## src/rtl/mac_fir_pkg.sv

```systemverilog
package mac_fir_pkg;
  // strobes from the sequencer to the arithmetic pipeline
  typedef struct packed {
    logic tap;    // this cycle carries a sample/tap pair
    logic first;  // pair for h(0): restart the sum
    logic last;   // pair for h(N-1): capture the sum
  } mac_strobe_t;
endpackage

```

## src/rtl/mac_fir_mem.sv

```systemverilog
module mac_fir_mem #(
  parameter int N      = 92,
  parameter int SMP_W  = 8,
  parameter int COEF_W = 12,
  parameter int AW     = 7,
  parameter int BW     = 8
) (
  input  logic              clk,
  input  logic              rst_n,
  input  logic [AW-1:0]     aAddr,
  input  logic              aWe,
  input  logic [SMP_W-1:0]  aWrData,
  output logic [SMP_W-1:0]  aRdData,
  input  logic [BW-1:0]     bAddr,
  output logic [COEF_W-1:0] bRdData,
  input  logic              ldWe,
  input  logic [AW-1:0]     ldIdx,
  input  logic [COEF_W-1:0] ldData
);
  localparam int WORD_W = (SMP_W > COEF_W) ? SMP_W : COEF_W;
  localparam int DEPTH  = 2 * N;

  logic [WORD_W-1:0] store [DEPTH];
  logic [BW-1:0]     aIdx;
  logic [BW-1:0]     ldSlot;
  logic [WORD_W-1:0] aWord;
  logic [WORD_W-1:0] ldWord;
  logic              ldHit;

  assign aIdx   = BW'(aAddr);
  assign ldSlot = BW'(N) + BW'(ldIdx);
  assign aWord  = WORD_W'(aWrData);
  assign ldWord = WORD_W'(ldData);
  assign ldHit  = ldWe && (32'(ldIdx) < N);

  always_ff @(posedge clk) begin
    if (!rst_n) begin
      for (int i = 0; i < N; i++) store[i] <= '0;
      aRdData <= '0;
      bRdData <= '0;
    end else begin
      if (aWe) store[aIdx] <= aWord;
      // read-after-write: a same-cycle write is returned on the read port
      aRdData <= aWe ? aWrData : store[aIdx][SMP_W-1:0];
      bRdData <= store[bAddr][COEF_W-1:0];
    end
    if (ldHit) store[ldSlot] <= ldWord;
  end

  // written data comes back on the next cycle's read output
  a_r6_raw_return: assert property (@(posedge clk) disable iff (!rst_n)
    aWe |=> aRdData == $past(aWrData));
endmodule

```

## src/rtl/mac_fir_ctrl.sv

```systemverilog
module mac_fir_ctrl
  import mac_fir_pkg::*;
#(
  parameter int N   = 92,
  parameter int AW  = 7,
  parameter int BW  = 8,
  parameter int PHW = 7
) (
  input  logic          clk,
  input  logic          rst_n,
  output logic [AW-1:0] aAddr,
  output logic          aWe,
  output logic [BW-1:0] bAddr,
  output mac_strobe_t   strobe
);
  localparam logic [PHW-1:0] PH_STALL = PHW'(N);
  localparam logic [PHW-1:0] PH_LAST  = PHW'(N - 1);
  localparam logic [AW-1:0]  SLOT_TOP = AW'(N - 1);
  localparam logic [BW-1:0]  B_BASE   = BW'(N);
  localparam logic [BW-1:0]  B_TOP    = BW'(2 * N - 1);

  logic [PHW-1:0] phase;
  logic [AW-1:0]  slotPtr;
  logic [AW-1:0]  slotPrev;

  assign slotPrev = (slotPtr == '0) ? SLOT_TOP : slotPtr - 1'b1;

  // phase 0: write+read newest slot; 1..N-1: older slots; N: stall
  always_ff @(posedge clk) begin
    if (!rst_n) begin
      phase   <= '0;
      slotPtr <= '0;
    end else if (phase == PH_STALL) begin
      phase <= '0;
    end else begin
      phase <= phase + 1'b1;
      if (phase != PH_LAST) slotPtr <= slotPrev;
    end
  end

  always_comb begin
    aAddr        = slotPtr;
    aWe          = (phase == '0);
    bAddr        = (phase == PH_STALL) ? B_TOP : B_BASE + BW'(phase);
    strobe.tap   = (phase != PH_STALL);
    strobe.first = (phase == '0);
    strobe.last  = (phase == PH_LAST);
  end

  // the sample strobe never lasts two cycles
  a_r2_take_single: assert property (@(posedge clk) disable iff (!rst_n)
    aWe |=> !aWe);
  // a stall cycle is always followed by a period start
  a_r2_stall_then_start: assert property (@(posedge clk) disable iff (!rst_n)
    !strobe.tap |=> aWe);
  // the write lands on the slot held during the preceding stall
  a_r9_write_at_stall: assert property (@(posedge clk) disable iff (!rst_n)
    aWe |-> aAddr == $past(aAddr));
  // tap address either restarts at the region base or steps by one
  a_r9_tap_step: assert property (@(posedge clk) disable iff (!rst_n)
    !$stable(bAddr) |-> (bAddr == B_BASE || bAddr == $past(bAddr) + 1'b1));
endmodule

```

## src/rtl/mac_fir_datapath.sv

```systemverilog
module mac_fir_datapath
  import mac_fir_pkg::*;
#(
  parameter int SMP_W  = 8,
  parameter int COEF_W = 12,
  parameter int PROD_W = 20,
  parameter int ACC_W  = 27
) (
  input  logic              clk,
  input  logic              rst_n,
  input  mac_strobe_t       strobeIn,
  input  logic [SMP_W-1:0]  smpWord,
  input  logic [COEF_W-1:0] coefWord,
  output logic [ACC_W-1:0]  yOut,
  output logic              yValid
);
  // stage 1 aligns with memory read data, stage 2 with the product register
  mac_strobe_t              s1, s2;
  logic signed [PROD_W-1:0] smpExt, coefExt, prod;
  logic signed [ACC_W-1:0]  acc, accNext, prodExt;

  assign smpExt  = {{(PROD_W-SMP_W){smpWord[SMP_W-1]}}, smpWord};
  assign coefExt = {{(PROD_W-COEF_W){coefWord[COEF_W-1]}}, coefWord};
  assign prodExt = {{(ACC_W-PROD_W){prod[PROD_W-1]}}, prod};
  assign accNext = (s2.first ? '0 : acc) + prodExt;

  always_ff @(posedge clk) begin
    if (!rst_n) begin
      s1     <= '0;
      s2     <= '0;
      prod   <= '0;
      acc    <= '0;
      yOut   <= '0;
      yValid <= 1'b0;
    end else begin
      s1     <= strobeIn;
      s2     <= s1;
      prod   <= smpExt * coefExt;
      yValid <= 1'b0;
      if (s2.tap) acc <= accNext;
      if (s2.tap && s2.last) begin
        yOut   <= accNext;
        yValid <= 1'b1;
      end
    end
  end

  // result strobe is a single-cycle pulse
  a_r4_valid_pulse: assert property (@(posedge clk) disable iff (!rst_n)
    yValid |=> !yValid);
  // the result register moves only together with its strobe
  a_r5_hold_between: assert property (@(posedge clk) disable iff (!rst_n)
    !$stable(yOut) |-> yValid);
  // a capture is preceded by a restart N-1 pairs earlier; at least the
  // capture cycle itself must be a tap cycle two stages back
  a_r3_capture_on_tap: assert property (@(posedge clk) disable iff (!rst_n)
    $rose(yValid) |-> $past(s1.last, 2) || $past(s2.last));
endmodule

```

## src/rtl/mac_fir.sv

```systemverilog
module mac_fir
  import mac_fir_pkg::*;
#(
  parameter int TAPS   = 92,
  parameter int SMP_W  = 8,
  parameter int COEF_W = 12,
  parameter int PROD_W = 20,
  parameter int ACC_W  = 27,
  localparam int AW    = $clog2(TAPS),
  localparam int BW    = $clog2(2 * TAPS),
  localparam int PHW   = $clog2(TAPS + 1)
) (
  input  logic              clk,
  input  logic              rst_n,
  input  logic [SMP_W-1:0]  sampleIn,
  output logic              sampleTake,
  input  logic              coefWe,
  input  logic [AW-1:0]     coefIdx,
  input  logic [COEF_W-1:0] coefData,
  output logic [ACC_W-1:0]  yOut,
  output logic              yValid
);
  logic [AW-1:0]     aAddr;
  logic              aWe;
  logic [BW-1:0]     bAddr;
  mac_strobe_t       strobe;
  logic [SMP_W-1:0]  smpRd;
  logic [COEF_W-1:0] coefRd;

  assign sampleTake = aWe;

  mac_fir_ctrl #(.N(TAPS), .AW(AW), .BW(BW), .PHW(PHW)) u_ctrl (
    .clk(clk), .rst_n(rst_n), .aAddr(aAddr), .aWe(aWe), .bAddr(bAddr),
    .strobe(strobe)
  );

  mac_fir_mem #(.N(TAPS), .SMP_W(SMP_W), .COEF_W(COEF_W), .AW(AW), .BW(BW)) u_mem (
    .clk(clk), .rst_n(rst_n),
    .aAddr(aAddr), .aWe(aWe), .aWrData(sampleIn), .aRdData(smpRd),
    .bAddr(bAddr), .bRdData(coefRd),
    .ldWe(coefWe), .ldIdx(coefIdx), .ldData(coefData)
  );

  mac_fir_datapath #(.SMP_W(SMP_W), .COEF_W(COEF_W), .PROD_W(PROD_W), .ACC_W(ACC_W)) u_dp (
    .clk(clk), .rst_n(rst_n), .strobeIn(strobe), .smpWord(smpRd),
    .coefWord(coefRd), .yOut(yOut), .yValid(yValid)
  );
endmodule

```

## config.mk

```make
export PLATFORM = sky130hd
export DESIGN_NAME = mac_fir
export DESIGN_NICKNAME = d
export VERILOG_FILES = /design/src/rtl/mac_fir_pkg.sv /design/src/rtl/mac_fir_mem.sv /design/src/rtl/mac_fir_ctrl.sv /design/src/rtl/mac_fir_datapath.sv /design/src/rtl/mac_fir.sv
export SDC_FILE = /design/constraint.sdc
export NUM_CORES = 2
export LEC_CHECK = 0
export BUFFER_PORTS_ARGS = -buffer_cell sky130_fd_sc_hd__clkbuf_2
export CAP_MARGIN = 20
export CELL_PAD_IN_SITES_DETAIL_PLACEMENT = 0
export CELL_PAD_IN_SITES_GLOBAL_PLACEMENT = 1
export CORE_UTILIZATION = 54
export CTS_CLUSTER_SIZE = 12
export DETAILED_ROUTE_END_ITERATION = 6
export PLACE_DENSITY = 0.86
export SETUP_SLACK_MARGIN = 0.05
export SLEW_MARGIN = 20
export SYNTH_ARGS = -nofsm -noshare
export SYNTH_HDL_FRONTEND = slang
export SYNTH_SLANG_ARGS = --single-unit
export TNS_END_PERCENT = 30
```

## constraint.sdc

```tcl
create_clock -name clk -period 5.7 [get_ports clk]
set_input_delay 1.14 -clock clk [delete_from_list [all_inputs] [get_ports clk]]
set_output_delay 1.14 -clock clk [all_outputs]
set_load 0.005 [all_outputs]
```

# After elaboration in Yosys (flattened, before gate mapping)
# Memories as Yosys holds them, arrays and structs flattened. A register that Yosys moved wholly into a read port is not among the register bits.
# Index checks and enable logic that the tools add are counted.
# Widths: inputs -> output; s select.
# word_totals
ff_bits,103
ramBits,2208
in_bits,30
out_inout_bits,29
wordCells,51
n_memories,1
# classes
addsub,5
n_mul,1
magnitude_cmp,1
n_eq_ne,4
muxes,16
n_bitwise,2
reduce_logical,8
# mem_list
memory,words,width,read_ports,rd_ports_with_merged_regs,wr,line,source
u_mem.store,184,12,2,2,93,mac_fir_mem.sv:23,logic [WORD_W-1:0] store [DEPTH];
# op_table
operator,n
$mux 8,5
$add 27x27->27,1
$mux 27,1
$mul 8x12->20,1
$add 7x7->8 const A,2
$eq 7x7->1 const B,2
$logic_not 7->1,2
$ne 7x7->1 const B,2
$mux 12,1
$reduce_or 12->1,1
$mux 1,8
$add 7x1->7 const B,1
$lt 7x7->1 const B,1
$mux 7,1
$sub 7x1->7 const B,1
$logic_and 1x1->1,2
$not 1->1,2
$reduce_and 2->1,1
$reduce_or 2->1,1
$logic_not 1->1,1

# Logic depth before layout (Yosys ltp)
# depth
ltp_word,6
depth_mapped,22
ltp_nobuf,19

# Hierarchy
# A second synthesis with hierarchy kept.
# hier_totals
cells_unflattened,8695
area_unflattened_um2,147084.8
# modules_own_cells
module,instances,cells_each,area_each_um2,seq_area_each_um2
mac_fir_mem,1,7663,138310.2,92648.9
mac_fir_datapath,1,930,7896.3,1621.6
mac_fir_ctrl,1,102,878.3,280.3

# Least setup slack after synthesis
# OpenSTA, ideal clock, no wires.
# synth_path
kind,register to register
startpoint,register u_ctrl.phase[0]
endpoint,"memory u_mem.store[42][0] (netlist name), enable pin"
setup_ns,0.398
arrival_time_ns,4.103
t_required_ns,5.302
path_slack_ns,1.200
path_stages_with_launch,17
path_buffers,7
path_cell_list,dfxtp_1 -> buf_4 -> inv_1 -> buf_2 -> buf_2 -> buf_2 -> buf_2 -> buf_2 -> ha_1 -> nor4b_1 -> nand2_1 -> inv_1 -> nand2_1 -> nor3b_1 -> nand2_1 -> clkbuf_1 -> o21ai_0
# synth_lines
item,line,source
"start, declared",mac_fir_ctrl.sv:22,logic [PHW-1:0] phase;
"start signal, assigned",mac_fir_ctrl.sv:36,phase <= phase + 1'b1;
"end, declared",mac_fir_mem.sv:23,

# Worst setup path in the final report
# layout_path
startpoint,register u_ctrl.phase[2]
endpoint,register u_mem.bRdData[2] (read register of u_mem.store)
# layout_between
elab_chain_len,2
word_cells_on_any_way,3
cone_classes,add/sub: 1; eq/ne: 1; mux: 1
# layout_rtl
item,line,source
$add 7x7->8 or $eq 7x7->1 (tied branches),mac_fir_ctrl.sv:44,bAddr = (phase == PH_STALL) ? B_TOP : B_BASE + BW'(phase);
$mux 8 *,mac_fir_ctrl.sv:44,
"end, declared",mac_fir_mem.sv:15,"output logic [COEF_W-1:0] bRdData,"
# Mark *: on every way between the ends. The rest lies on a longest branch, timed or not.
# A chain may end at the register's enable or synchronous reset.

==> metrics list <==
- Cell-by-cell trace of the critical path: ha_1 > nand3b_4 > o21ai_4 > buf_12 > buf_4 > mux2i_1 > a221oi_1 > a22oi_1 > nor2_1 > o31ai_2 > o211ai_1 > buf_4
* H-tree levels: 5
- The most used flip-flop cell after synthesis is edfxtp_1.
- RSZ-0062 raised after global routing: false
* Number of buffers added for setup after CTS: 0
* Final critical-path required period: 5.32 ns
- Max cap viols: 0
- The share of synthesized area in the top cell type comes to 61.6%.
* DRC marker count from the first detailed-route iteration: 17100
* Post-synthesis share of cell area spent on and, or, nand and nor gates: 10.1%
- The flow ran to the end, but the final reports show violations.
* Sequential share of the synthesized area: 63.3%
- # setup viols final: 0
* Number of antenna violations at the first check in global routing: 48
- For this run, the number of Yosys warnings is 0.
* Core area: 257000 sq um
- Remaining global-route overflow: 0
- The worst hold path belongs to the class reg -> reg.
- Buffers inserted during clock tree synthesis total 325.
* First drt pass iteration count: 7
- Clock insertion delay at the later pin of the skew report: 0.94 ns
* Mux cell area share after synthesis: 12.1%
* I/O pin total: 59
* Most frequent cell after synthesis: edfxtp_1
- Setup clock skew after layout: 0.106 ns
* Post-synthesis adder-cell area fraction: 1.80%
* Count of unique library cells instantiated by Yosys: 91
- The sequential cells in the finished layout cover a total of 88700 sq um.
- The via count of the first global-routing pass is 95200.
- Effective utilization at floorplan: 54.4%
- Once placement completed, the tool counted placed cells totaling 14400.
* Die extent in y: 511 um
- The tree is rooted in a clkbuf_16.
- Leakage component of the power: 57.8 nW
* Xor/xnor share of the synthesized area: 0.275%
- Post-detailed-route count of antenna-violating nets: 0
* Slew at the pin with the worst max-slew slack: 1.37 ns
- In this run the tool buffered the top-level ports with 58 buffer cells.
- Async SR Flop Fraction: 0%
- For this run, the total global-route usage over all layers was measured as 37.6%.
- Horizontal extent of the die: 511 um
- The layout has 19300 filler cells.
* TNS Setup: 0 ns
- Total die area: 261000 sq um
- Library cell occupying the most area in the post-synthesis netlist: edfxtp_1
* Clock tree from TritonCTS: done
- Counting flops with a built-in enable in the synthesized netlist gives 2872.
* Pin count of the biggest net entering global routing: 143
* Maximum fanout along the worst path: 46
- In the post-route analysis, the smallest setup slack over all paths is 0.383 ns.
- At the placement stage, the worst setup path has a slack of 0.677 ns.
- Final hold analysis gives a worst-case slack of 0.451 ns.
* Combined area of the multi-input logic cells: 51200 sq um
* Count of pins over their slew limit: 0
- The worst register-to-register path has a setup slack of 0.38 ns.
* Critical setup path kind: reg -> reg
- For this run, design rule violations remaining after detail routing come to 1.
- After synthesis, the largest family of logic cells by area is multiplexers.
* Failing checks: design-rule violations
- Synthesized cell area: 140000 sq um
- Headroom to the max-slew limit came out at 8.41%.
- For the worst setup path, the data arrival time is 6.06 ns.
- CTS sink count: 2994
- Post-detail-place hpwl: 323 mm
- Compared with the post-synthesis result, the final layout area differs by 14.5%.
* Number of placement rows: 186
* Max VDD drop: 0.336 mV
- Number of register bits inferred by synthesis: 2994
- Pwr dens: 355 nW/um^2
* Via count: 100000
- Total detailed-routing wirelength: 501 mm
- The finished layout holds 15000 standard cells, fillers aside.
- Synth area leaders: edfxtp_1, mux4_2, and2_1, mux2i_1, mux2_2
* Global-route wire length before repair: 698 mm
* Per-cell routed wire length: 33.5 um
- Number of hold-slack violations in the final timing report: 0
* Clock-pin slew reported for the worst setup and hold paths after clock tree synthesis: 0.06 ns
- Synthesized instance count: 10200
- Cells fill 62.3% of the core in the end.
* Cell repeated most along the worst path: buf_4
- Maximum achievable frequency: 0.188 GHz
* Clock Tree Buf Depth: 4
- For the worst setup path, the data required time is 6.45 ns.
- Routability-driven placement finished with a final weighted congestion of 1.03.
- Sorting the synthesized cells by how often they occur yields edfxtp_1, and2_1, nand2_1, o21ai_0, mux2i_1.
- The largest single stage delay on the critical path is 0.94 ns.
* Post-cts sizing count: 0
- The worst setup path is launched from a flip-flop.
- Dividing the detail-routed via count by the number of cells gives 6.68.
* Slowest cell on the critical path: o21ai_4
* Ratio of cells with drive above 1 in the final layout: 16.5%
- Cts hold-fix bufs: 0
- The final critical path takes up 93.3% of the cycle.
- Synthesized area divided by synthesized cell count: 13.8 sq um
- Final Net Count: 11500
- The synthesized netlist devotes 9.23% of its cell area to compound gates.
- The worst setup path is captured at a flip-flop.
==> worst max-delay path: cells and delay by family, from the launching register on <==
| family | cells | cell delay [ns] |
|---|---|---|
| and+or+nand+nor | 2 | 0.36 |
| muxes | 1 | 0.21 |
| buffers and inverters | 3 | 0.96 |
| DFF | 1 | 0.44 |
| adders and majority gates | 1 | 0.34 |
| AOI/OAI and AO/OA | 5 | 2.74 |
==> sequential cells by signal, indices dropped and copies added, names as in the netlist, named ones only <==
register       count
u_mem.store     2872
u_dp.s2            3
u_dp.acc          27
u_dp.yOut         27
u_ctrl.aAddr       7
u_dp.yValid        1
u_ctrl.phase       7
u_mem.aRdData      8
u_dp.s1            3
u_mem.bRdData     12
u_dp.prod         20
==> through the flow <==
stage                     total power [W]  area, sq um
final                              0.0570       160000
after global routing               0.0583       160000
after CTS                          0.0566       160000
after detailed placement           0.0368       150000
after global placement             0.0366       150000
after floorplan                    0.0323       144000
==> cell families (layout without fill, tap and decap cells) <==
| logic type | count (synthesis) | count (layout) |
|---|---|---|
| DFF | 2994 | 2994 |
| other | 1 | 1060 |
| buffers and inverters | 990 | 1352 |
| and+or+nand+nor | 2806 | 2806 |
| AOI/OAI and AO/OA | 1989 | 1989 |
| adders and majority gates | 154 | 154 |
| muxes | 1183 | 1183 |
| xor gates and xnor gates | 44 | 44 |
==> power breakdown <==
part | internal (W) | leakage (nW) | switching (W) | total (W)
combinational | 0.00388 | 24.3 | 0.00704 | 0.0109
sequential | 0.0251 | 28.7 | 0.000755 | 0.0259
clock | 0.0115 | 4.82 | 0.00873 | 0.0202
==> cell usage in the layout (no fill, tap or decap), drive strengths merged, types with 105 or more instances in the layout <==
cell type  netlist  layout
edfxtp        2872    2872
conb             1    1032
and2           974     974
nand2          781     781
buf            421     622
o21ai          525     525
clkbuf         427     465
nor2           440     440
mux2i          438     438
mux4           377     377
a21oi          369     369
mux2           368     368
o22ai          214     214
nand3          183     183
o221ai         180     180
nor3           149     149
inv            140     145
a31oi          134     134
dfxtp          122     122
o211ai         105     105
==> cell type report <==
cell class | count | share of cell area [%]
clock inverters | 123 | 0.738
well taps | 3384 | 2.64
inverters | 142 | 0.338
clock buffers | 428 | 5.43
multi-input cells | 7208 | 31.9
repair buffers | 659 | 3.58
diodes | 28 | 0.0437
flip-flops and latches | 2994 | 55.3
==> per-layer routing <==
metal	track usage, %	wire, um
met2	54.6	215000
met3	12.5	76400
met5	0	344
met4	23.1	36400
met1	48.9	173000
==> worst paths after layout <==
kind,start,end,depth (start not counted)
max reg2reg,u_ctrl.phase[2]$_SDFF_PP0_,u_mem.bRdData[2]$_SDFF_PN0_,12
min reg2reg,u_dp.s1[2]$_SDFF_PN0_,u_dp.s2[2]$_SDFF_PN0_,1
max,u_ctrl.phase[2]$_SDFF_PP0_,u_mem.bRdData[2]$_SDFF_PN0_,12
min,u_dp.s1[2]$_SDFF_PN0_,u_dp.s2[2]$_SDFF_PN0_,1
Power figures use the tool's default switching activity.
